$ cat config.mk
export PLATFORM = sky130hd
export DESIGN_NAME = wd_fail_supervisor
export DESIGN_NICKNAME = d
export VERILOG_FILES = /design/src/rtl/wdfs_pkg.sv /design/src/rtl/wdfs_fail_cnt.sv /design/src/rtl/wdfs_ans_pos.sv /design/src/rtl/wdfs_rst_gate.sv /design/src/rtl/wd_fail_supervisor.sv
export SDC_FILE = /design/constraint.sdc
export NUM_CORES = 1
export LEC_CHECK = 0
export BUFFER_PORTS_ARGS = -buffer_cell sky130_fd_sc_hd__buf_2
export CORE_AREA = 2 2 39 41
export CTS_CLUSTER_SIZE = 14
export DETAILED_ROUTE_END_ITERATION = 16
export DIE_AREA = 0 0 41 43
export PLACE_DENSITY = 0.69
export SKIP_CTS_REPAIR_TIMING = 1
export SLEW_MARGIN = 20
export SYNTH_ARGS = -nofsm -noshare
export SYNTH_HDL_FRONTEND = slang
export SYNTH_SLANG_ARGS = --single-unit
export TNS_END_PERCENT = 5
$ cat constraint.sdc
create_clock -name clk_i -period 4.15 [get_ports clk_i]
set_input_delay 0.83 -clock clk_i [delete_from_list [all_inputs] [get_ports clk_i]]
set_output_delay 0.83 -clock clk_i [all_outputs]
set_load 0.005 [all_outputs]
$ cat src/rtl/wdfs_pkg.sv
package wdfs_pkg;
  localparam int unsigned CNT_W    = 3;
  localparam int unsigned POS_W    = 2;
  localparam int unsigned ACT_LOAD = 5;
endpackage

$ cat src/rtl/wdfs_fail_cnt.sv
module wdfs_fail_cnt #(
  parameter int unsigned CNT_W    = 3,
  parameter int unsigned ACT_LOAD = 5
) (
  input  logic             clk_i,
  input  logic             rst_ni,
  input  logic             load_i,
  input  logic             good_i,
  input  logic             bad_i,
  input  logic             clr_i,
  output logic [CNT_W-1:0] cnt_o,
  output logic             at_max_o,
  output logic             flag_o
);
  localparam logic [CNT_W-1:0] MAX_V  = {CNT_W{1'b1}};
  localparam logic [CNT_W-1:0] LOAD_V = CNT_W'(ACT_LOAD);

  logic [CNT_W-1:0] cnt_q;
  logic             flag_q;
  logic             inc, dec;

  assign inc = !load_i && bad_i && (cnt_q != MAX_V);
  assign dec = !load_i && !bad_i && good_i && (cnt_q != '0);

  always_ff @(posedge clk_i or negedge rst_ni) begin
    if (!rst_ni) begin
      cnt_q <= '0;
    end else if (load_i) begin
      cnt_q <= LOAD_V;
    end else if (inc) begin
      cnt_q <= cnt_q + 1'b1;
    end else if (dec) begin
      cnt_q <= cnt_q - 1'b1;
    end
  end

  // set wins over software clear
  always_ff @(posedge clk_i or negedge rst_ni) begin
    if (!rst_ni)     flag_q <= 1'b0;
    else if (inc)    flag_q <= 1'b1;
    else if (clr_i)  flag_q <= 1'b0;
  end

  assign cnt_o    = cnt_q;
  assign at_max_o = (cnt_q == MAX_V);
  assign flag_o   = flag_q;

  AST_LOAD_PRESET: assert property (@(posedge clk_i) disable iff (!rst_ni)
    load_i |=> cnt_o == LOAD_V);
  AST_NO_OVERFLOW: assert property (@(posedge clk_i) disable iff (!rst_ni)
    (at_max_o && bad_i && !load_i) |=> at_max_o);
  AST_NO_UNDERFLOW: assert property (@(posedge clk_i) disable iff (!rst_ni)
    (cnt_o == '0 && !bad_i && !load_i) |=> cnt_o == '0);
  AST_FLAG_CLEAR: assert property (@(posedge clk_i) disable iff (!rst_ni)
    (clr_i && !bad_i) |=> !flag_o);
endmodule

$ cat src/rtl/wdfs_ans_pos.sv
module wdfs_ans_pos #(
  parameter int unsigned POS_W = 2
) (
  input  logic             clk_i,
  input  logic             rst_ni,
  input  logic             load_i,
  input  logic             acc_i,
  output logic [POS_W-1:0] pos_o
);
  localparam logic [POS_W-1:0] TOP_V = {POS_W{1'b1}};

  logic [POS_W-1:0] pos_q;

  // natural wrap of the down counter returns 0 to TOP_V
  always_ff @(posedge clk_i or negedge rst_ni) begin
    if (!rst_ni)     pos_q <= TOP_V;
    else if (load_i) pos_q <= TOP_V;
    else if (acc_i)  pos_q <= pos_q - 1'b1;
  end

  assign pos_o = pos_q;

  AST_POS_WRAP: assert property (@(posedge clk_i) disable iff (!rst_ni)
    (pos_o == '0 && acc_i && !load_i) |=> pos_o == TOP_V);
  AST_POS_HOLD: assert property (@(posedge clk_i) disable iff (!rst_ni)
    (!acc_i && !load_i) |=> $stable(pos_o));
endmodule

$ cat src/rtl/wdfs_rst_gate.sv
module wdfs_rst_gate (
  input  logic clk_i,
  input  logic rst_ni,
  input  logic por_ni,
  input  logic en_we_i,
  input  logic en_wdata_i,
  input  logic load_i,
  input  logic bad_i,
  input  logic at_max_i,
  output logic en_o,
  output logic req_o
);
  logic en_q, req_q;

  // enable survives device reset; only power-down clears it
  always_ff @(posedge clk_i or negedge por_ni) begin
    if (!por_ni)      en_q <= 1'b0;
    else if (en_we_i) en_q <= en_wdata_i;
  end

  always_ff @(posedge clk_i or negedge rst_ni) begin
    if (!rst_ni) req_q <= 1'b0;
    else         req_q <= en_q && bad_i && at_max_i && !load_i;
  end

  assign en_o  = en_q;
  assign req_o = req_q;

  AST_REQ_NEEDS_EN: assert property (@(posedge clk_i) disable iff (!rst_ni || !por_ni)
    (!en_o && !en_we_i) |=> !req_o);
  AST_REQ_PULSE: assert property (@(posedge clk_i) disable iff (!rst_ni)
    req_o |=> !req_o || $past(bad_i));
  AST_EN_WRITE: assert property (@(posedge clk_i) disable iff (!por_ni)
    en_we_i |=> en_o == $past(en_wdata_i));
endmodule

$ cat src/rtl/wd_fail_supervisor.sv
module wd_fail_supervisor
  import wdfs_pkg::*;
#(
  parameter int unsigned FAIL_W  = CNT_W,
  parameter int unsigned APOS_W  = POS_W,
  parameter int unsigned PRESET  = ACT_LOAD
) (
  input  logic              clk_i,
  input  logic              rst_ni,
  input  logic              por_ni,
  input  logic              act_entry_i,
  input  logic              good_evt_i,
  input  logic              bad_evt_i,
  input  logic              ans_acc_i,
  input  logic              fail_clr_i,
  input  logic              rst_en_we_i,
  input  logic              rst_en_wdata_i,
  output logic [FAIL_W-1:0] fail_cnt_o,
  output logic [APOS_W-1:0] ans_pos_o,
  output logic              fail_flag_o,
  output logic              rst_en_o,
  output logic              rst_req_o
);
  logic at_max;

  wdfs_fail_cnt #(.CNT_W(FAIL_W), .ACT_LOAD(PRESET)) u_cnt (
    .clk_i    (clk_i),
    .rst_ni   (rst_ni),
    .load_i   (act_entry_i),
    .good_i   (good_evt_i),
    .bad_i    (bad_evt_i),
    .clr_i    (fail_clr_i),
    .cnt_o    (fail_cnt_o),
    .at_max_o (at_max),
    .flag_o   (fail_flag_o)
  );

  wdfs_ans_pos #(.POS_W(APOS_W)) u_pos (
    .clk_i  (clk_i),
    .rst_ni (rst_ni),
    .load_i (act_entry_i),
    .acc_i  (ans_acc_i),
    .pos_o  (ans_pos_o)
  );

  wdfs_rst_gate u_gate (
    .clk_i      (clk_i),
    .rst_ni     (rst_ni),
    .por_ni     (por_ni),
    .en_we_i    (rst_en_we_i),
    .en_wdata_i (rst_en_wdata_i),
    .load_i     (act_entry_i),
    .bad_i      (bad_evt_i),
    .at_max_i   (at_max),
    .en_o       (rst_en_o),
    .req_o      (rst_req_o)
  );
endmodule

==> key figures, run 1 <==
Critical path
  – FF-to-FF Start: u_cnt.cnt_o[2]$_DFFE_PN0P_
  – Crit start category: primary input
  – Setup crit end kind: register
  – CP max FO: 11
  – Required @ worst endpoint: 4.32 ns
  – Crit path launch: bad_evt_i
  – CP Class: in -> reg
  – WP data arrival: between 2 and 2.5 ns

Route
  – Post-Route WL: roughly 870 µm
  – Post-detailed-route DRC marker count: 0
  – Vias/cell: a little under 5
  – Length of the first detailed-routing pass in iterations: 3
  – Routed WL per cell: 11.2 µm
  – Drt first-iter violations: 1
  – ANT nets after route: 0
  – Vias: 377

Synth
  – Post-synth EDFFs: 0
  – Leading area contributor after synthesis: dfrtp_1
  – Synth top cells by count: dfrtp_1 (6), nand2_1 (4), nor2_1 (4)
  – Net Count, Synth: between 50 and 60
  – Yosys reg bits: 8
  – Top_reg_cell synth: dfrtp_1
  – Mapped Avg Cell Area: roughly 10 µm²
  – Most common cell in the netlist: dfrtp_1
  – Cell variety after synth: 25
  – Synth area leaders: dfrtp_1 (35%), dfstp_2 (12%), fa_1 (4.6%)
  – Seq/Total Area, Yosys: between 40% and 50%
  – Synth top area share: between 30 and 40%
  – Synth Instances: 43
  – Ys Warns: 0
  – Post-Syn Area: 434 µm²
  – Synth async-reset ratio: 100%

Floorplan
  – IO Pins: 18
  – Core area: roughly 1400 µm²
  – Chip height: 43 µm
  – Die area: around 1800 µm²
  – Initial core utilization: a little under a third
  – Die W: 41 µm
  – Placement Rows: 14

STA
  – Final setup TNS: 0 ns
  – Setup Skew: 0.00357 ns
  – Final hold violation count: 0
  – RSZ-0062 raised after global routing: no
  – Worst hold slack: approximately 0.34 ns
  – Worst-Margin Slew: between 0.3 and 0.4 ns
  – Min Tclk post-route: between 2 and 2.5 ns
  – Fmax achieved: ~0.49 GHz
  – Slew margin rel.: 76.8%
  – Crit share post-route: around half
  – Final setup viols: 0
  – Max Transition Viols Final: 0

CTS
  – Clk Latency, worst-skew pair: around 0.25 ns
  – CTS tree: built
  – CTS clk-pin slew, worst paths: 0.06 ns
  – CTS max path bufs: 2
  – Clock Sinks: 8
  – Clock Tree Root: clkbuf_4
  – Cts bufs inserted: 3
  – H-Tree Level Count: 1

Status
  – Status: complete, no violations

Hold path
  – HP Class: in -> async

GRT
  – Total GRT Usage: around an eighth
  – Vias in the first global route: between 300 and 400
  – Antenna violations before repair: 0
  – Global-route wire length before repair: roughly 1.3 mm
  – Largest net degree at the start of global routing: 12
  – GR Overflow Total: 0

Finish
  – Final instance area: between 500 and 600 µm²
  – Fillcell total: 144
  – Net count, final: 75
  – Layout cells sized above 1: 38.7%
  – Area Overhead vs Synth: 28.2%
  – # diodes: 0

Pwr
  – Leakage: 0.270 nW
  – Cell Pwr Density: between 300 and 400 nW/µm²
  – Maximum vdd drop: approximately 0.14 mV
  – Pwr Total: ~210 µW

Placement
  – Port Buffers: 17
  – Dpl cell area: around 530 µm²
  – Final HPWL DP: a little under 700 µm
  – Gp weighted congestion: slightly below 0.8

Flow run
  – Max Cap Violations: 0
cells by family after synthesis:
logic type	after synthesis	share of synthesized area, %
AO/OA/AOI/OAI	9	15.0
XOR/XNOR	1	2.02
adder cells (fa/ha/maj)	1	4.61
buffers and inverters	4	3.75
flip-flops	8	46.7
multiplexers	2	4.90
AND/OR/NAND/NOR	18	23.1
registers in the layout (all words and copies together) (netlist names):
register,cells
u_cnt.flag_o,1
u_gate.en_o,1
u_cnt.cnt_o,3
u_pos.pos_o,2
u_gate.req_o,1
layout by cell type, fill, tap and decap left out, types with 2 or more instances in the layout:
master	Yosys	routed
buf_2	1	17
dfrtp_1	6	6
nor2_1	4	4
inv_1	3	3
a21oi_1	3	3
clkbuf_4	0	3
dfstp_2	2	2
nor3b_1	2	2
nor2b_1	2	2
nand2_1	4	4
where the power goes:
part	total [mW]	internal [mW]	switching (mW)	leakage (nW)
registers	0.101	0.0884	0.0123	0.0925
logic	0.0511	0.0270	0.0242	0.164
clock network	0.0594	0.0331	0.0263	0.0138
stage by stage:
stage	setup WS, ns	cells	utilization, %
final	2.10	78	40.2
after global routing	1.99	78	40.2
after global placement	1.87	75	38.6
after detailed placement	1.81	75	38.6
after floorplan	2.00	43	-
after CTS	2.08	78	40.2
per-layer routing:
layer	up-vias	global-route usage, %	wire length [µm]	share of wire (%)
met5	-	0	0	0
met4	0	14.0	29	3.3
met3	2	4.71	45	5.1
met2	10	16.3	422	48
met1	174	13.2	376	43
li1	191	-	-	-
worst max-delay path, stage by stage:
cell and delay, ns:
buf_2 0.18, nor3b_1 0.35, fa_1 0.29, nand2_1 0.08, or4_1 0.40, o211ai_1 0.10
final cells by class:
type                    instances  area [µm²]  share of cell area [%]
multi-input cells              31         215                    38.7
flip-flops and latches          8         203                    36.4
repair buffers                 17        85.1                    15.3
clock buffers                   3        22.5                    4.04
well taps                      16        20.0                    3.60
inverters                       3        11.3                    2.02
final timing paths:
check	endpoint	slack (ns)	cells after the start
max	u_cnt.cnt_o[2]$_DFFE_PN0P_	2.10	6
min	u_gate.en_o$_DFFE_PN0P_	0.34	1
max reg2reg	u_cnt.cnt_o[2]$_DFFE_PN0P_	2.14	6
min reg2reg	u_cnt.flag_o$_DFFE_PN0P_	0.47	1
max in group asynchronous	u_pos.pos_o[0]$_DFFE_PN1P_	3.52	1
min in group clk_i	u_cnt.flag_o$_DFFE_PN0P_	0.47	1
No activity file was read; power rests on OpenSTA's default activity.
==> run 2: changes to the inputs <==
==> constraint.sdc (replaced) <==
create_clock -name clk_i -period 2.02 [get_ports clk_i]
set_input_delay 0.404 -clock clk_i [delete_from_list [all_inputs] [get_ports clk_i]]
set_output_delay 0.404 -clock clk_i [all_outputs]
set_load 0.005 [all_outputs]
==> run 2 against run 1 <==
Against the previous run:
- sequential cell count stayed put
- global-route usage decreased by 0.15 points
- wire length increased by 7.0%
- core utilization rose by 3.1 points
- via count grew 10%
- sequential share of layout area down 2.6 points
- critical path type is now reg -> reg
- highest routed layer unchanged
==> key figures, run 2 (synthesis gave the netlist of run 1 again) <==
STA
  – Setup Skew: a little over 0.004 ns
  – Worst-Margin Slew: about 0.31 ns
  – Max Transition Viols Final: 0
  – RSZ-0062 raised after global routing: no
  – Min Tclk post-route: 1.85 ns
  – Slew margin rel.: between 70% and 80%
  – Setup WS post-layout: about 0.17 ns
  – Fmax achieved: between 0.5 and 0.6 GHz
  – Final hold violation count: 0
  – Crit share post-route: approximately nine tenths
  – Worst hold slack: a little under 0.4 ns
  – Final setup viols: 0
  – Final setup TNS: 0 ns

Critical path
  – Required @ worst endpoint: between 2 and 2.5 ns
  – CP max FO: 4
  – Setup crit end kind: register
  – CP Class: reg -> reg
  – Crit start category: register
  – WP data arrival: approximately 2 ns

Route
  – Vias/cell: approximately 5
  – ANT nets after route: 0
  – Routed WL per cell: 11.3 µm
  – Drt first-iter violations: 1
  – Length of the first detailed-routing pass in iterations: 2
  – Vias: between 400 and 500
  – Post-Route WL: roughly 940 µm
  – Post-detailed-route DRC marker count: 0

Floorplan
  – Core area: roughly 1400 µm²
  – Placement Rows: 14
  – Initial core utilization: 31.4%
  – Die area: between 1500 and 2000 µm²
  – IO Pins: 18
  – Chip height: 43 µm
  – Die W: slightly above 40 µm

CTS
  – CTS max path bufs: 2
  – CTS clk-pin slew, worst paths: roughly 0.050 ns
  – Clock Sinks: 8
  – Clock Tree Root: clkbuf_4
  – Clk Latency, worst-skew pair: between 0.2 and 0.3 ns
  – Cts bufs inserted: 3
  – H-Tree Level Count: 1
  – CTS tree: built

GRT
  – Vias in the first global route: between 300 and 400
  – Global-route wire length before repair: about 1.3 mm
  – GR Overflow Total: 0
  – Largest net degree at the start of global routing: 12
  – Antenna violations before repair: 0
  – Total GRT Usage: about 12%

Finish
  – Most frequent cells in the layout: buf_2 (17), dfrtp_1 (6), nor2_1 (4), nand2_1 (4)
  – Util after Layout: between 40% and 50%
  – Fillcell total: around 140
  – Commonest non-fill, non-tap cell in the layout: buf_2
  – # diodes: 0
  – Final instance area: around 600 µm²
  – Finished Layout Cells: 83
  – Max FFs per register: 3
  – Area Overhead vs Synth: 38.0%
  – FF+latch area: approximately 200 µm²
  – Multi-input combinational cell area: ~220 µm²
  – Net count, final: 80
  – Layout cells sized above 1: between 40 and 50%

Pwr
  – Pint: around 320 µW
  – Gate power share: 30.9%
  – Maximum vdd drop: ~0.23 mV
  – Clock network fraction of total power: around a quarter
  – Leakage: a little under 0.3 nW
  – Seq pwr share: a little over two fifths
  – Pwr Total: ~450 µW
  – Psw: between 100 and 150 µW
  – Cell Pwr Density: roughly 760 nW/µm²
  – Switching share of total power: approximately 29%

Placement
  – Pre-CTS WS: approximately 0.17 ns
  – Dpl cell area: between 500 and 600 µm²
  – Final HPWL DP: approximately 700 µm
  – Gp weighted congestion: roughly 0.74
  – Port Buffers: 17
  – Cells after DPL: around 80

Flow run
  – Max Cap Violations: 0

Status
  – Status: complete, no violations

Hold path
  – HP Class: in -> reg
## run 2: routing by layer
metal | part of all wire [%] | wire length, µm | vias to the layer above | track usage [%]
met1 | 44 | 413 | 198 | 12.7
li1 | - | - | 201 | -
met2 | 49 | 458 | 14 | 17.2
met5 | 0 | 0 | - | 0
met4 | 2.0 | 19 | 0 | 12.0
met3 | 4.7 | 44 | 2 | 4.71
## run 2: final timing paths
kind                                                 start                          to  slack [ns]  depth (start not counted)
worst min-delay path                        rst_en_wdata_i     u_gate.en_o$_DFFE_PN0P_        0.38                          2
min in group asynchronous                           por_ni     u_gate.en_o$_DFFE_PN0P_        0.47                          2
max in group asynchronous                           rst_ni  u_pos.pos_o[1]$_DFFE_PN1P_        1.27                          2
worst max register to register  u_cnt.cnt_o[0]$_DFFE_PN0P_  u_cnt.cnt_o[2]$_DFFE_PN0P_        0.17                          6
worst min register to register    u_cnt.flag_o$_DFFE_PN0P_    u_cnt.flag_o$_DFFE_PN0P_        0.49                          1
worst max-delay path            u_cnt.cnt_o[0]$_DFFE_PN0P_  u_cnt.cnt_o[2]$_DFFE_PN0P_        0.17                          6
## run 2: power groups by stage
stage               clock (mW)  sequential (mW)  combinational, mW
floorplan                    0            0.208             0.0631
global placement             0            0.195              0.138
detailed placement           0            0.196              0.137
CTS                      0.125            0.193              0.138
global route             0.138            0.196              0.156
finish                   0.120            0.194              0.140
## run 2: layout make-up
| cell class | instances | area share [%] |
|---|---|---|
| clock buffer | 3 | 3.76 |
| inverter | 3 | 1.88 |
| multi-input combinational | 31 | 35.9 |
| sequential | 8 | 33.8 |
| tap | 16 | 3.34 |
| timing repair buffer | 22 | 21.3 |
## run 2: critical path, cell delays in order (launching register included)
cell and delay, ns:
dfrtp_1 0.39, and3_2 0.22, nor3b_1 0.30, fa_1 0.27, nand2_1 0.08, or4_1 0.40, o211ai_1 0.11
==> run 3: changes to the inputs <==
--- a/config.mk
+++ b/config.mk
@@ -11,6 +11,7 @@
 export DETAILED_ROUTE_END_ITERATION = 16
 export DIE_AREA = 0 0 41 43
 export PLACE_DENSITY = 0.69
+export REMOVE_ABC_BUFFERS = 1
 export SKIP_CTS_REPAIR_TIMING = 1
 export SLEW_MARGIN = 20
 export SYNTH_ARGS = -nofsm -noshare
==> run 3 against run 2 <==
Against the previous run:
- global-route usage rose by 2.1 points
- design area up 0.63%
- critical path depth unchanged
- largest cell class unchanged
==> key figures, run 3 (synthesis gave the netlist of run 1 again) <==
Finish
  – Net count, final: 80
  – Commonest non-fill, non-tap cell in the layout: buf_2
  – Max FFs per register: 3
  – Layout cells sized above 1: 39.7%
  – Most frequent cells in the layout: buf_2 (17), dfrtp_1 (6), nor2_1 (4), nand2_1 (4)
  – # diodes: 0
  – Finished Layout Cells: 84
  – Area Overhead vs Synth: 38.9%

Critical path
  – WP data arrival: roughly 2 ns
  – Setup crit end kind: register
  – R2R cell count: 6
  – Cells along the critical path: and3_2, nor3b_1, fa_1, nand2_1, or4_1, o211ai_1
  – CP max FO: 4
  – Crit path buf inv count: 0
  – Delay-heaviest family, CP: simple AND/OR/NAND/NOR gates
  – FF-to-FF Start: u_cnt.cnt_o[2]$_DFFE_PN0P_
  – Crit start category: register
  – CP Class: reg -> reg
  – Reg2reg setup slack: 0.17 ns
  – R2R Path End: u_cnt.cnt_o[2]$_DFFE_PN0P_
  – Slowest Stage Delay on Critical Path: approximately 0.4 ns
  – Crit-path slowest cell: or4_1
  – Required @ worst endpoint: around 2.2 ns

STA
  – Slew margin rel.: 78.4%
  – Fmax achieved: 0.539 GHz
  – Final setup viols: 0
  – Worst hold slack: around 0.39 ns
  – Setup Skew: roughly 0.0061 ns
  – Worst-Margin Slew: ~0.32 ns
  – RSZ-0062 raised after global routing: no
  – Final setup TNS: 0 ns
  – Crit share post-route: between 90% and 100%
  – Max Transition Viols Final: 0
  – Min Tclk post-route: around 1.9 ns
  – Final hold violation count: 0

CTS
  – Clk Latency, worst-skew pair: ~0.25 ns
  – Cts bufs inserted: 3
  – CTS max path bufs: 2
  – Clock Sinks: 8
  – Clock Tree Root: clkbuf_4
  – H-Tree Level Count: 1
  – CTS tree: built
  – CTS clk-pin slew, worst paths: ~0.06 ns

Route
  – Post-detailed-route DRC marker count: 0
  – Vias: between 400 and 500
  – Vias/cell: between 4 and 5
  – Drt first-iter violations: 9
  – ANT nets after route: 0
  – Post-Route WL: 951 µm
  – Length of the first detailed-routing pass in iterations: 4
  – Routed WL per cell: approximately 11 µm

Floorplan
  – Die area: between 1500 and 2000 µm²
  – IO Pins: 18
  – Core area: ~1400 µm²
  – Chip height: ~43 µm
  – Placement Rows: 14
  – Die W: 41 µm
  – Initial core utilization: roughly a third

Placement
  – Cells after DPL: just under 80
  – Gp weighted congestion: just over 0.8
  – Port Buffers: 17
  – Final HPWL DP: ~740 µm

Pwr
  – Pwr Total: roughly 470 µW
  – Seq pwr share: 40.8%
  – Switching share of total power: around 30%
  – Leakage: roughly 0.3 nW
  – Cell Pwr Density: a little under 800 nW/µm²
  – Clock network fraction of total power: between 20% and 30%
  – Gate power share: 31.0%
  – Pint: roughly 330 µW
  – Maximum vdd drop: around 0.25 mV
  – Psw: 139 µW

Status
  – Status: complete, no violations

GRT
  – Largest net degree at the start of global routing: 12
  – Global-route wire length before repair: ~1.7 mm
  – Total GRT Usage: 14.3%
  – Antenna violations before repair: 0
  – GR Overflow Total: 0
  – Vias in the first global route: ~400

Hold path
  – Hold path start: rst_en_wdata_i
  – HP Class: in -> reg
  – Worst Hold Endpoint: u_gate.en_o$_DFFE_PN0P_
  – Hold depth: 2

Flow run
  – Max Cap Violations: 0
[run 3: changes by cell type in the layout (fill, tap and decap cells not counted), sizes merged]
cell	delta
clkbuf	+1
[run 3: final cells by class]
class | instances | area [µm²]
Inverter | 3 | 11.3
Clock buffer | 4 | 26.3
Multi-Input combinational cell | 31 | 215
Tap cell | 16 | 20.0
Fill cell | 146 | 781
Timing Repair Buffer | 22 | 128
Sequential cell | 8 | 203
[run 3: metrics by stage]
stage	cell area (µm²)	util, %	worst slack [ns]
final	603	43.6	0.166
after global placement	557	40.2	0.209
after CTS	583	42.1	0.153
after detailed placement	557	40.2	0.151
after floorplan	429	-	0.184
after global routing	603	43.6	0.0429
[run 3: how the worst max path moves through the flow]
stage	from	end	slack [ns]	depth (start not counted)
finish	u_cnt.cnt_o[2]$_DFFE_PN0P_	u_cnt.cnt_o[2]$_DFFE_PN0P_	0.17	6
global route	u_cnt.cnt_o[2]$_DFFE_PN0P_	u_cnt.cnt_o[2]$_DFFE_PN0P_	0.04	6
CTS	u_cnt.cnt_o[2]$_DFFE_PN0P_	u_cnt.cnt_o[2]$_DFFE_PN0P_	0.15	6
detailed placement	bad_evt_i	u_cnt.cnt_o[2]$_DFFE_PN0P_	0.15	6
global placement	bad_evt_i	u_cnt.cnt_o[2]$_DFFE_PN0P_	0.21	6
floorplan	u_cnt.cnt_o[2]$_DFFE_PN0P_	u_cnt.cnt_o[2]$_DFFE_PN0P_	0.18	6
[run 3: metal layers]
layer | share of wire [%] | GRT usage [%]
met1 | 44 | 16.8
met3 | 5.7 | 6.28
met2 | 50 | 21.6
met4 | 0 | 6.00
met5 | 0 | 0
[run 3: power by group through the flow]
stage	clock network [mW]	logic [mW]	registers (mW)
after floorplan	0	0.0607	0.208
after global placement	0	0.142	0.194
after detailed placement	0	0.142	0.194
after CTS	0.135	0.143	0.192
after global routing	0.148	0.166	0.193
final	0.132	0.145	0.191
